$ cat src/rtl/dram_refresh_seq.sv
module dram_refresh_seq #(
  parameter int T_PAUSE    = 5000,
  parameter int N_WAKE     = 8,
  parameter int T_INTERVAL = 780,
  parameter int MAX_PEND   = 8,
  parameter int T_RP       = 3,
  parameter int T_CSR      = 1,
  parameter int T_CHR      = 1,
  parameter int T_RAS      = 4
) (
  input  logic clk,
  input  logic rst_n,
  input  logic gnt,
  output logic req,
  output logic drive_en,
  output logic ras_n,
  output logic cas_n,
  output logic we_n,
  output logic ready
);
  localparam int PW  = $clog2(T_PAUSE + 1);
  localparam int HW  = $clog2(T_RP + T_CSR + T_RAS + 1);
  localparam int TW  = $clog2(T_INTERVAL + 1);
  localparam int QW  = $clog2(MAX_PEND + 1);
  localparam int WW  = $clog2(N_WAKE + 1);
  localparam logic [PW-1:0] PAUSE_LAST = PW'(T_PAUSE - 1);
  localparam logic [HW-1:0] RP_LAST    = HW'(T_RP - 1);
  localparam logic [HW-1:0] CSR_LAST   = HW'(T_CSR - 1);
  localparam logic [HW-1:0] RAS_LAST   = HW'(T_RAS - 1);
  localparam logic [HW-1:0] CHR_LIM    = HW'(T_CHR);
  localparam logic [TW-1:0] INT_LAST   = TW'(T_INTERVAL - 1);
  localparam logic [QW-1:0] PEND_FULL  = QW'(MAX_PEND);
  localparam logic [WW-1:0] WAKE_ALL   = WW'(N_WAKE);

  typedef enum logic [2:0] {ST_PAUSE, ST_IDLE, ST_PRE, ST_CSR, ST_RAS} st_t;

  st_t           st;
  logic [PW-1:0] pcnt;
  logic [HW-1:0] ph;
  logic [TW-1:0] tcnt;
  logic [QW-1:0] pend;
  logic [WW-1:0] wake;

  wire need = (wake != '0) || (pend != '0);
  wire done = (st == ST_RAS) && (ph == RAS_LAST);
  wire tick = ready && (tcnt == INT_LAST);
  wire miss = tick && (pend == PEND_FULL);

  assign drive_en = (st == ST_PRE) || (st == ST_CSR) || (st == ST_RAS);
  assign req      = drive_en || ((st == ST_IDLE) && need);
  assign ras_n    = (st != ST_RAS);
  assign cas_n    = !((st == ST_CSR) || ((st == ST_RAS) && (ph < CHR_LIM)));
  assign we_n     = 1'b1;

  always_ff @(posedge clk or negedge rst_n) begin
    if (!rst_n) begin
      st    <= ST_PAUSE;
      pcnt  <= '0;
      ph    <= '0;
      tcnt  <= '0;
      pend  <= '0;
      wake  <= '0;
      ready <= 1'b0;
    end else begin
      unique case (st)
        ST_PAUSE: if (pcnt == PAUSE_LAST) begin
                    st   <= ST_IDLE;
                    wake <= WAKE_ALL;
                  end else pcnt <= pcnt + 1'b1;
        ST_IDLE:  if (need && gnt) begin st <= ST_PRE; ph <= '0; end
        ST_PRE:   if (ph == RP_LAST)  begin st <= ST_CSR; ph <= '0; end else ph <= ph + 1'b1;
        ST_CSR:   if (ph == CSR_LAST) begin st <= ST_RAS; ph <= '0; end else ph <= ph + 1'b1;
        ST_RAS:   if (done)           begin st <= ST_IDLE; ph <= '0; end else ph <= ph + 1'b1;
        default:  st <= ST_IDLE;
      endcase

      if (miss) begin
        ready <= 1'b0;
        wake  <= WAKE_ALL;
        pend  <= '0;
        tcnt  <= '0;
      end else if (done && wake != '0) begin
        wake <= wake - 1'b1;
        if (wake == WW'(1)) begin
          ready <= 1'b1;
          tcnt  <= '0;
          pend  <= '0;
        end
      end else if (ready) begin
        tcnt <= tick ? '0 : tcnt + 1'b1;
        case ({tick, done})
          2'b10:   pend <= pend + 1'b1;
          2'b01:   pend <= pend - 1'b1;
          default: pend <= pend;
        endcase
      end
    end
  end
endmodule

$ cat config.mk
export PLATFORM = sky130hd
export DESIGN_NAME = dram_refresh_seq
export DESIGN_NICKNAME = d
export VERILOG_FILES = /design/src/rtl/dram_refresh_seq.sv
export SDC_FILE = /design/constraint.sdc
export NUM_CORES = 1
export LEC_CHECK = 0
export ABC_CLOCK_PERIOD_IN_PS = 4180
export BUFFER_PORTS_ARGS = -buffer_cell sky130_fd_sc_hd__buf_2
export CAP_MARGIN = 40
export CORE_ASPECT_RATIO = 0.7
export CORE_UTILIZATION = 40
export CTS_BUF_LIST = sky130_fd_sc_hd__clkbuf_16
export DETAILED_ROUTE_END_ITERATION = 6
export PLACE_DENSITY = 0.59
export SLEW_MARGIN = 10
export SYNTH_ARGS = -nofsm -noshare
export SYNTH_HDL_FRONTEND = slang
export SYNTH_SLANG_ARGS = --single-unit
$ cat constraint.sdc
create_clock -name clk -period 4.18 [get_ports clk]
set_input_delay 0.627 -clock clk [delete_from_list [all_inputs] [get_ports clk]]
set_output_delay 0.627 -clock clk [all_outputs]
set_load 0.03 [all_outputs]
==> metrics.md <==
| Metric | Value |
|---|---|
| Outcome | `complete, no violations` |
| Fill cells | `540` |
| # DRC | `0` |
| Count of hold-fix buffers inserted at cts | `0` |
| PD cells | `317 mW/mm^2` |
| Post-CTS Resized | `0` |
| Sequential area share after synthesis | `0.431` |
| First-pass GRT wire length | `7450 um` |
| Number of synthesized flops with an enable pin | `0` |
| Synthesized flop and latch total | `39` |
| Hold_ws | `0.255 ns` |
| Initial drt markers | `just under 90` |
| DRT Wirelength | `approximately 4300 um` |
| Share of layout cells above drive strength 1 | `0.133` |
| Via Count | `approximately 1700` |
| Critical path required time | `approximately 4.3 ns` |
| Hold WC Path Type | `input port to asynchronous set/reset pin` |
| Clock tree buffer depth | `2` |
| Ranking of synthesized cells by area | `dfrtp_1 43%, ha_1 7.2%, nand2_1 4.0%` |
| Leakage power | `1.16 nW` |
| Synth Cell Area | `~0.0023 sq mm` |
| Most frequent CP cell | `ha_1` |
| Max_slew headroom | `0.447` |
| Worst path slowest cell | `or4_4` |
| Avg WL per Cell | `~13 um` |
| Post-place instance area | `between 0.002 and 0.0025 sq mm` |
| Yosys cell types | `53` |
| Diodes inserted | `0` |
| RSZ-0062 raised after global routing | `no` |
| Initial antenna violation count | `0` |
| Post-synth top area cell | `dfrtp_1` |
| Post-route ant nets | `0` |
| Synth top cells by count | `39 x dfrtp_1, 24 x nand2_1, 20 x nor2_1` |
| Final TNS setup | `0 ns` |
| Count leader, synth | `dfrtp_1` |
| Syn_area_per_cell | `9.67 sq um` |
| Fin area | `~0.0026 sq mm` |
| Die Span Y | `64.9 um` |
| Synth Flop Type | `dfrtp_1` |
| IO Pins | `9` |
| GRT Util Overall | `0.158` |
| Final setup violation count | `0` |
| CTS tree | `yes` |
| Yosys top cell area share | `0.431` |
| Hpwl dp | `3200 um` |
| Num CTS Buffers | `5` |
| Crit path kind | `flip-flop to flip-flop` |
| Syn Inst Count | `around 230` |
| Fin. Hold Viols | `0` |
| Max rail drop VDD | `approximately 0.20 mV` |
| Vias in the first global route | `roughly 1600` |
| Starting Density | `0.424` |
| DR vias/cell | `~5.3` |
| Critical Path Start Type | `flip-flop` |
| Nets | `around 260` |
| Area Growth Syn to Fin | `12.9%` |
| Pin count of the biggest net entering global routing | `26` |
| Die W | `about 92 um` |
| Pins Over Slew Limit | `0` |
| Number of detailed-route iterations in the first pass | `5` |
| Worst Tran Pin Value | `a little over 0.8 ns` |
| Crit path DAT | `about 3.3 ns` |
| Max cap viols | `0` |
| # Post-CTS Setup Buffers | `0` |
| Crit end category | `flip-flop` |
| Min cycle time layout | `a little over 3 ns` |
| Fin crit share | `0.746` |
| CTS Sinks | `39` |
| Routability cong. | `a little over 0.8` |
| Syn Nets | `250` |
| Die area | `0.00597 sq mm` |
| Asr flop ratio synth | `1.00` |
| CP bufs+invs | `1` |
| Worst skew pair latency | `about 0.28 ns` |
| Clock root buffer | `clkbuf_16` |
| Reg clk slew, reported paths | `~0.06 ns` |
| # H-tree levels | `2` |
| CP Max Fanout | `8` |
| CORE AREA | `0.00534 sq mm` |
| Crit path largest cell delay | `around 0.57 ns` |
| GRT overflow | `0` |
| Number of buffers added on ports | `7` |
| Cells along the critical path | `or4_4 -> nor3_2 -> inv_1 -> ha_1 -> ha_1 -> a31o_2 -> a221oi_1 -> nand3b_1 -> o211ai_1` |
| # rows | `22` |
| Synth Warn # | `0` |
| Max frequency | `around 320 MHz` |
| CP delay by family, top | `simple AND/OR/NAND/NOR gates` |
| Clk_skew | `between 0.006 and 0.007 ns` |
-- where the power goes --
group          internal [mW]  switching [mW]
clock network          0.278           0.143
logic                0.00252         0.00883
registers              0.378               0
-- state kept, by name (all words and copies together), names as in the netlist --
name and flops:
wake 4, ph 4, tcnt 10, st 3
pend 4, pcnt 13, ready 1
-- layer usage --
layer / global-route usage / vias to the layer above / wire length (um)
li1: - / 865 / -
met1: 0.234 / 806 / 2370
met2: 0.222 / 28 / 1710
met3: 0.0481 / 5 / 162
met4: 0.0410 / 0 / 39
met5: 0 / - / 0
-- cell families (layout without fill, tap and decap cells) --
kind of cell	count (synthesis)	count (layout)	share of synthesized area
AND/OR/NAND/NOR	101	101	0.247
AO/OA/AOI/OAI	47	47	0.138
flip-flops	39	39	0.431
XOR/XNOR	15	15	0.0580
adder cells (fa/ha/maj)	13	13	0.0719
buffers and inverters	13	27	0.0265
multiplexers	5	5	0.0265
other	1	1	0.00166
-- stage by stage --
stage	setup WS [ns]	util	cells	total power, mW
after floorplan	1.32	-	234	0.386
after global placement	1.18	0.443	310	0.394
after detailed placement	1.08	0.448	312	0.396
after CTS	1.08	0.478	320	0.821
after global routing	0.852	0.478	320	0.838
final	1.06	0.478	320	0.810
-- final cells by class --
class                      count  area, sq um  share of cell area
clock buffer                   5          125              0.0490
tap                           72         90.1              0.0353
multi-input combinational    182         1230               0.480
inverter                      10         37.5              0.0147
sequential                    39          976               0.382
timing repair buffer           9         60.1              0.0235
clock inverter                 3         38.8              0.0152
-- layout by cell type (no fill, tap or decap), types with 5 or more instances in the layout --
master,netlist,final
a21oi_1,6,6
a22o_1,6,6
buf_2,0,8
clkbuf_16,0,5
dfrtp_1,39,39
ha_1,13,13
inv_1,9,9
nand2_1,24,24
nand3_1,11,11
nor2_1,20,20
nor3_1,11,11
nor3b_1,6,6
o21ai_0,10,10
o21ai_1,6,6
xnor2_1,9,9
xor2_1,6,6
-- final timing paths --
check                      slack (ns)  cells past startpoint     from       to
min in group clk                 0.46                      1  pcnt[9]  pcnt[9]
setup / recovery                 1.06                      9  tcnt[6]  pend[3]
max in group asynchronous        3.47                      2    rst_n  pcnt[8]
hold / removal                   0.26                      1    rst_n    ph[0]
setup reg to reg                 1.06                      9  tcnt[6]  pend[3]
hold reg to reg                  0.46                      1  pcnt[9]  pcnt[9]
Note: power is estimated with default switching activity, not from simulation.
